==> src/rtl/ext_bus_arbiter_pkg.sv <==
`timescale 1ns/1ps
package ext_bus_arbiter_pkg;

    typedef enum logic [3:0] {
        SL_OWN     = 4'd0,
        SL_DELAY   = 4'd1,
        SL_RELEASE = 4'd2,
        SL_GRANT   = 4'd3,
        SL_RECLAIM = 4'd4,
        MS_IDLE    = 4'd5,
        MS_REQ     = 4'd6,
        MS_OWN     = 4'd7,
        MS_DROP    = 4'd8
    } arb_state_t;

    typedef struct packed {
        logic bus_oe;
        logic bb_oe;
        logic bb_out_n;
        logic req_oe;
        logic req_out_n;
        logic gnt_oe;
        logic gnt_out_n;
        logic core_wait;
    } arb_pins_t;

    localparam arb_pins_t PINS_IDLE = '{
        bus_oe: 1'b0, bb_oe: 1'b0, bb_out_n: 1'b1, req_oe: 1'b0,
        req_out_n: 1'b1, gnt_oe: 1'b1, gnt_out_n: 1'b1, core_wait: 1'b0
    };

endpackage

==> src/rtl/ext_bus_arbiter_sync.sv <==
`timescale 1ns/1ps
module ext_bus_arbiter_sync #(
    parameter int          WIDTH   = 3,
    parameter int          STAGES  = 2,
    parameter logic [WIDTH-1:0] RST_VAL = '1
) (
    input  logic             clk,
    input  logic             rst_n,
    input  logic [WIDTH-1:0] d,
    output logic [WIDTH-1:0] q
);

    logic [WIDTH-1:0] stage_q [STAGES];

    generate
        for (genvar s = 0; s < STAGES; s++) begin : g_stage
            if (s == 0) begin : g_first
                always_ff @(posedge clk or negedge rst_n) begin
                    if (!rst_n) stage_q[s] <= RST_VAL;
                    else        stage_q[s] <= d;
                end
            end else begin : g_next
                always_ff @(posedge clk or negedge rst_n) begin
                    if (!rst_n) stage_q[s] <= RST_VAL;
                    else        stage_q[s] <= stage_q[s-1];
                end
            end
        end
    endgenerate

    assign q = stage_q[STAGES-1];

endmodule

==> src/rtl/ext_bus_arbiter_delay.sv <==
`timescale 1ns/1ps
module ext_bus_arbiter_delay #(
    parameter int LIMIT = 1
) (
    input  logic clk,
    input  logic rst_n,
    input  logic start,
    input  logic run,
    output logic expired
);

    localparam int CW = (LIMIT < 2) ? 1 : $clog2(LIMIT);
    localparam logic [CW-1:0] LAST = CW'(LIMIT - 1);

    logic [CW-1:0] cnt_q;

    always_ff @(posedge clk or negedge rst_n) begin
        if (!rst_n)                cnt_q <= '0;
        else if (start)            cnt_q <= '0;
        else if (run && !expired)  cnt_q <= cnt_q + 1'b1;
    end

    assign expired = (cnt_q == LAST);

endmodule

==> src/rtl/ext_bus_arbiter_fsm.sv <==
`timescale 1ns/1ps
module ext_bus_arbiter_fsm
    import ext_bus_arbiter_pkg::*;
#(
    parameter int DLY_CYC = 0
) (
    input  logic      clk,
    input  logic      rst_n,
    input  logic      mode_master,
    input  logic      req_s,
    input  logic      gnt_s,
    input  logic      bb_s,
    input  logic      core_ext_req,
    input  logic      rmw_lock,
    input  logic      dly_expired,
    output logic      dly_start,
    output logic      dly_run,
    output arb_pins_t pins
);

    localparam arb_state_t GRANT_PATH = (DLY_CYC > 0) ? SL_DELAY : SL_RELEASE;

    arb_state_t state_q;
    arb_state_t state_d;

    // state register
    always_ff @(posedge clk or negedge rst_n) begin
        if (!rst_n) state_q <= SL_OWN;
        else        state_q <= state_d;
    end

    // next state
    always_comb begin
        state_d = state_q;
        unique case (state_q)
            SL_OWN: begin
                if (mode_master && !req_s && !core_ext_req && !rmw_lock)
                    state_d = MS_IDLE;
                else if (req_s && !rmw_lock)
                    state_d = GRANT_PATH;
            end
            SL_DELAY: begin
                if (!req_s || rmw_lock) state_d = SL_OWN;
                else if (dly_expired)   state_d = SL_RELEASE;
            end
            SL_RELEASE: state_d = SL_GRANT;
            SL_GRANT: begin
                if (!req_s) state_d = SL_RECLAIM;
            end
            SL_RECLAIM: begin
                if (!bb_s) state_d = SL_OWN;
            end
            MS_IDLE: begin
                if (core_ext_req)                    state_d = MS_REQ;
                else if (!mode_master && !rmw_lock)  state_d = SL_OWN;
            end
            MS_REQ: begin
                if (!core_ext_req)       state_d = MS_IDLE;
                else if (gnt_s && !bb_s) state_d = MS_OWN;
            end
            MS_OWN: begin
                if (!core_ext_req && !rmw_lock) state_d = MS_DROP;
            end
            MS_DROP: state_d = MS_IDLE;
            default: state_d = SL_OWN;
        endcase
    end

    assign dly_start = (state_q == SL_OWN);
    assign dly_run   = (state_q == SL_DELAY);

    // outputs
    always_comb begin
        pins           = PINS_IDLE;
        pins.core_wait = core_ext_req;
        unique case (state_q)
            SL_OWN, SL_DELAY: begin
                pins.bus_oe    = 1'b1;
                pins.bb_oe     = 1'b1;
                if (state_q == SL_OWN)
                    pins.core_wait = core_ext_req && req_s && !rmw_lock;
                else
                    pins.core_wait = core_ext_req && !rmw_lock;
                pins.bb_out_n  = !((core_ext_req && !pins.core_wait) || rmw_lock);
            end
            SL_RELEASE, SL_RECLAIM: begin
                pins.gnt_out_n = 1'b1;
            end
            SL_GRANT: begin
                pins.gnt_out_n = 1'b0;
            end
            MS_IDLE: begin
                pins.req_oe = 1'b1;
                pins.gnt_oe = 1'b0;
            end
            MS_REQ, MS_DROP: begin
                pins.req_oe    = 1'b1;
                pins.gnt_oe    = 1'b0;
                pins.req_out_n = 1'b0;
            end
            MS_OWN: begin
                pins.req_oe    = 1'b1;
                pins.gnt_oe    = 1'b0;
                pins.req_out_n = 1'b0;
                pins.bus_oe    = 1'b1;
                pins.bb_oe     = 1'b1;
                pins.core_wait = 1'b0;
                pins.bb_out_n  = !(core_ext_req || rmw_lock);
            end
            default: pins = PINS_IDLE;
        endcase
    end

endmodule

==> src/rtl/ext_bus_arbiter.sv <==
`timescale 1ns/1ps
module ext_bus_arbiter
    import ext_bus_arbiter_pkg::*;
#(
    parameter int GNT_DLY     = 2,
    parameter int SYNC_STAGES = 2
) (
    input  logic clk,
    input  logic rst_n,
    input  logic mode_master,
    input  logic req_in_n,
    output logic req_out_n,
    output logic req_oe,
    input  logic gnt_in_n,
    output logic gnt_out_n,
    output logic gnt_oe,
    input  logic bb_in_n,
    output logic bb_out_n,
    output logic bb_oe,
    input  logic core_ext_req,
    output logic core_wait,
    input  logic rmw_lock,
    output logic bus_oe
);

    localparam int DLY_CYC   = (GNT_DLY > 2) ? GNT_DLY - 2 : 0;
    localparam int CNT_LIMIT = (DLY_CYC > 0) ? DLY_CYC : 1;

    logic [2:0] pins_raw;
    logic [2:0] pins_sync;
    logic       req_s, gnt_s, bb_s;
    logic       dly_start, dly_run, dly_expired;
    arb_pins_t  pins;

    assign pins_raw = {bb_in_n, gnt_in_n, req_in_n};

    ext_bus_arbiter_sync #(
        .WIDTH   (3),
        .STAGES  (SYNC_STAGES),
        .RST_VAL (3'b111)
    ) i_sync (
        .clk   (clk),
        .rst_n (rst_n),
        .d     (pins_raw),
        .q     (pins_sync)
    );

    assign req_s = !pins_sync[0];
    assign gnt_s = !pins_sync[1];
    assign bb_s  = !pins_sync[2];

    ext_bus_arbiter_delay #(
        .LIMIT (CNT_LIMIT)
    ) i_delay (
        .clk     (clk),
        .rst_n   (rst_n),
        .start   (dly_start),
        .run     (dly_run),
        .expired (dly_expired)
    );

    ext_bus_arbiter_fsm #(
        .DLY_CYC (DLY_CYC)
    ) i_fsm (
        .clk          (clk),
        .rst_n        (rst_n),
        .mode_master  (mode_master),
        .req_s        (req_s),
        .gnt_s        (gnt_s),
        .bb_s         (bb_s),
        .core_ext_req (core_ext_req),
        .rmw_lock     (rmw_lock),
        .dly_expired  (dly_expired),
        .dly_start    (dly_start),
        .dly_run      (dly_run),
        .pins         (pins)
    );

    assign bus_oe    = pins.bus_oe;
    assign bb_oe     = pins.bb_oe;
    assign bb_out_n  = pins.bb_out_n;
    assign req_oe    = pins.req_oe;
    assign req_out_n = pins.req_out_n;
    assign gnt_oe    = pins.gnt_oe;
    assign gnt_out_n = pins.gnt_out_n;
    assign core_wait = pins.core_wait;

endmodule

==> config.mk <==
export PLATFORM = sky130hd
export DESIGN_NAME = ext_bus_arbiter
export DESIGN_NICKNAME = d
export VERILOG_FILES = /design/src/rtl/ext_bus_arbiter_pkg.sv /design/src/rtl/ext_bus_arbiter_sync.sv /design/src/rtl/ext_bus_arbiter_delay.sv /design/src/rtl/ext_bus_arbiter_fsm.sv /design/src/rtl/ext_bus_arbiter.sv
export SDC_FILE = /design/constraint.sdc
export NUM_CORES = 1
export LEC_CHECK = 0
export BUFFER_PORTS_ARGS = -buffer_cell sky130_fd_sc_hd__buf_2
export CORE_MARGIN = 2
export CORE_UTILIZATION = 51
export CTS_CLUSTER_DIAMETER = 150
export DETAILED_ROUTE_END_ITERATION = 7
export PLACE_DENSITY = 0.8
export SLEW_MARGIN = 5
export SYNTH_ARGS = -nofsm -noshare
export SYNTH_HDL_FRONTEND = slang
export SYNTH_HIERARCHICAL = 1
export SYNTH_SLANG_ARGS = --single-unit
==> constraint.sdc <==
create_clock -name clk -period 2.6 [get_ports clk]
set_input_delay 0.13 -clock clk [delete_from_list [all_inputs] [get_ports clk]]
set_output_delay 0.13 -clock clk [all_outputs]
set_load 0.02 [all_outputs]
==> results.cfg <==
[sta]
period_needed_ps = 2010
timing_hold_violations_final = 0
setup_total_negative_slack_ps = 0
fin_worst_skew_ps = 5.83
timing.final.crit_share_pct = 77.1
worst_pin_slew_ps = 591
timing.final.max_slew_violations = 0
relSlewSlack_pct = 60.6
setup_violations = 0
holdWs_ps = 131
grt_setup_unrepaired = no
timing.fmax_ghz = 0.499

[critical_path]
worst_path_largest_cell_delay_ps = 650
cp_cell_sequence = nor4b_1, nand2_1, o21bai_1, nor3_1, o32a_1
cp-start-kind = register
type_of_the_setup_path_with_the_least_slack = register to register
worst-path-max-fanout = 18
critical_path_arrival_ps = 2150
r2r_slack_ps = 590
worst_setup_path_end_kind = register
timing.critical_path.slowest_stage_cell = sky130_fd_sc_hd__dfrtp_1
timing.critical_path.required_ps = 2740

[placed_design]
dpl.hpwl_mm = 1.14
placement.io_buffers = 15
routabilityCongestion = 0.803

[route]
detailed_router_iteration_count_before_antenna_repair = 4
ant_nets = 0
wire_per_inst_um = 14.1
drt_iter0_drc = 28
routed_wl_mm = 1.59
via_count = 648
vias_per_cell = 5.73
post-route-drc-count = 0

[synthesis]
synth_cell_types = 38
fraction_of_synthesis_flops_using_an_asynchronous_set_or_reset_pin_pct = 100
synth_enable_flop_cells = 0
synth_top_area_share_pct = 21.2
dominantRegCellSynth = sky130_fd_sc_hd__dfstp_2
synth_fp_nets = 94
cell_types_with_the_highest_counts_after_synthesis = sky130_fd_sc_hd__a21oi_1 (7), sky130_fd_sc_hd__inv_1 (7), sky130_fd_sc_hd__nand2_1 (7)
syn-instance-count = 86
sequential_fraction_of_the_synthesis_area_pct = 38.1
syn_avg_cell_area_um2 = 8.63
synthTopCellsByArea = sky130_fd_sc_hd__dfstp_2 (21%), sky130_fd_sc_hd__dfrtp_1 (17%), sky130_fd_sc_hd__a21oi_1 (4.7%), sky130_fd_sc_hd__o21ai_0 (4.0%), sky130_fd_sc_hd__buf_4 (4.0%)
synth.ff_latch_count = 11
synth.largest_area_cell = sky130_fd_sc_hd__dfstp_2
yosysWarnings = 6
mappedNetlistArea_um2 = 742

[pwr]
power.density_nw_per_um2 = 1080
total_leakage_power_nw = 0.357
max_vdd_drop_uv = 450

[final_layout]
area_added_between_synthesis_and_finish_pct = 12.6
antennaDiodeCount = 0
fin_nets = 107
final_layout_size_suffix_gt1_share_pct = 31.6
fillers = 116
final_core_util_pct = 62.7

[clock_tree]
cts_buffer_depth = 2
cts.htree.levels = 1
clk-insertion-delay-late_ps = 260
cts_tree = built
clkSinkCount = 11
cts.reportedPaths.clkPinSlew_ps = 70
number_of_buffers_inserted_for_hold_repair_after_clock_tree_synthesis = 4
post-cts-setup-buffers = 0
ctsRootBufferMaster = sky130_fd_sc_hd__clkbuf_4
cts_inserted_buffers = 3
post_cts.resized_instances = 0

[floorplan]
initial_utilization_pct = 55.6
die_boundary_height_um = 42.1
ioPinCount = 16
fp.dieArea_um2 = 1780
floorplan.rows = 13
die_width_um = 42.1
coreArea_um2 = 1330

[global_routing]
number_of_global_route_vias_before_repair = 577
globalRouteOverflowTotal = 0
grt_max_degree = 24
grt_first_pass_wirelength_mm = 2.68
overall_track_demand_over_capacity_in_global_routing_pct = 20.1
antenna_found_initial = 0

[hold_path]
min_path_type = input port to register

[outcome]
status = finished clean

[job]
cap_violations = 0
## final timing paths
path                              startpoint                end  cells past startpoint
max                         i_fsm/state_q[0]   i_fsm/state_q[1]                      5
min                                 rmw_lock   i_fsm/state_q[3]                      2
max reg2reg                 i_fsm/state_q[0]   i_fsm/state_q[1]                      5
min reg2reg                i_sync/stage_q[4]        i_sync/q[1]                      0
max in group asynchronous              rst_n  i_sync/stage_q[4]                      2
min in group asynchronous              rst_n   i_fsm/state_q[0]                      2
## registers in the layout, indices dropped and copies added, names as in the netlist
signal,flops
i_delay/cnt_q,1
i_fsm/state_q,4
i_sync/q,3
i_sync/stage_q,3
## critical path: cells and delay by family, from the launching register on
| kind | cells | cell delay (ps) |
|---|---|---|
| AND/OR/NAND/NOR | 3 | 730 |
| flip-flops | 1 | 650 |
| AO/OA/AOI/OAI | 2 | 490 |
## cell usage in the layout (no fill, tap or decap), drive strengths merged
| cell type | n |
|---|---|
| a211oi | 2 |
| a21o | 1 |
| a21oi | 8 |
| a311oi | 1 |
| and2b | 1 |
| buf | 15 |
| clkbuf | 4 |
| dfrtp | 5 |
| dfstp | 6 |
| dlygate4sd3 | 4 |
| inv | 7 |
| nand2 | 7 |
| nand2b | 1 |
| nand3 | 1 |
| nand3b | 1 |
| nand4b | 1 |
| nand4bb | 1 |
| nor2 | 3 |
| nor2b | 3 |
| nor3 | 3 |
| nor3b | 1 |
| nor4 | 2 |
| nor4b | 1 |
| o211a | 1 |
| o211ai | 1 |
| o21ai | 7 |
| o21bai | 1 |
| o311ai | 1 |
| o31ai | 1 |
| o32a | 1 |
| o41a | 1 |
| or2 | 2 |
| or3 | 1 |
| or4 | 1 |
| or4b | 1 |
## cell type report
type                    count  area, um2  share of cell area, %
well taps                  15       18.8                   2.25
clock buffers               4       26.3                   3.14
multi-input cells          57        367                   43.9
inverters                   7       26.3                   3.14
repair buffers             19        115                   13.8
flip-flops and latches     11        283                   33.8
## report_power, final
| group | total, mW | leakage [nW] | internal, mW | switching (mW) |
|---|---|---|---|---|
| Sequential | 0.320 | 0.127 | 0.204 | 0.116 |
| Clock | 0.110 | 0.0150 | 0.0592 | 0.0511 |
| Combinational | 0.473 | 0.214 | 0.206 | 0.267 |
| Total | 0.903 | 0.357 | 0.470 | 0.433 |
## routing by layer
layer  track usage, %  wire (um)  up-vias
li1                 -          -      329
met1             27.0        730      301
met2             30.3        798       18
met3             7.76         59        0
met4             5.63          0        0
met5                0          0        -
## through the flow
stage	power (mW)	instances	area, um2	setup slack, ps
after floorplan	0.698	86	742	650
final	0.903	113	836	594
after CTS	0.907	113	836	628
after global routing	0.974	113	836	476
after global placement	0.758	105	769	752
after detailed placement	0.787	105	769	641
## cell families after synthesis
logic type             synth area share (%)
AO/OA/AOI/OAI                          23.4
buffers and inverters                  12.5
AND/OR/NAND/NOR                        26.0
flip-flops                             38.1
Power figures use the tool's default switching activity.
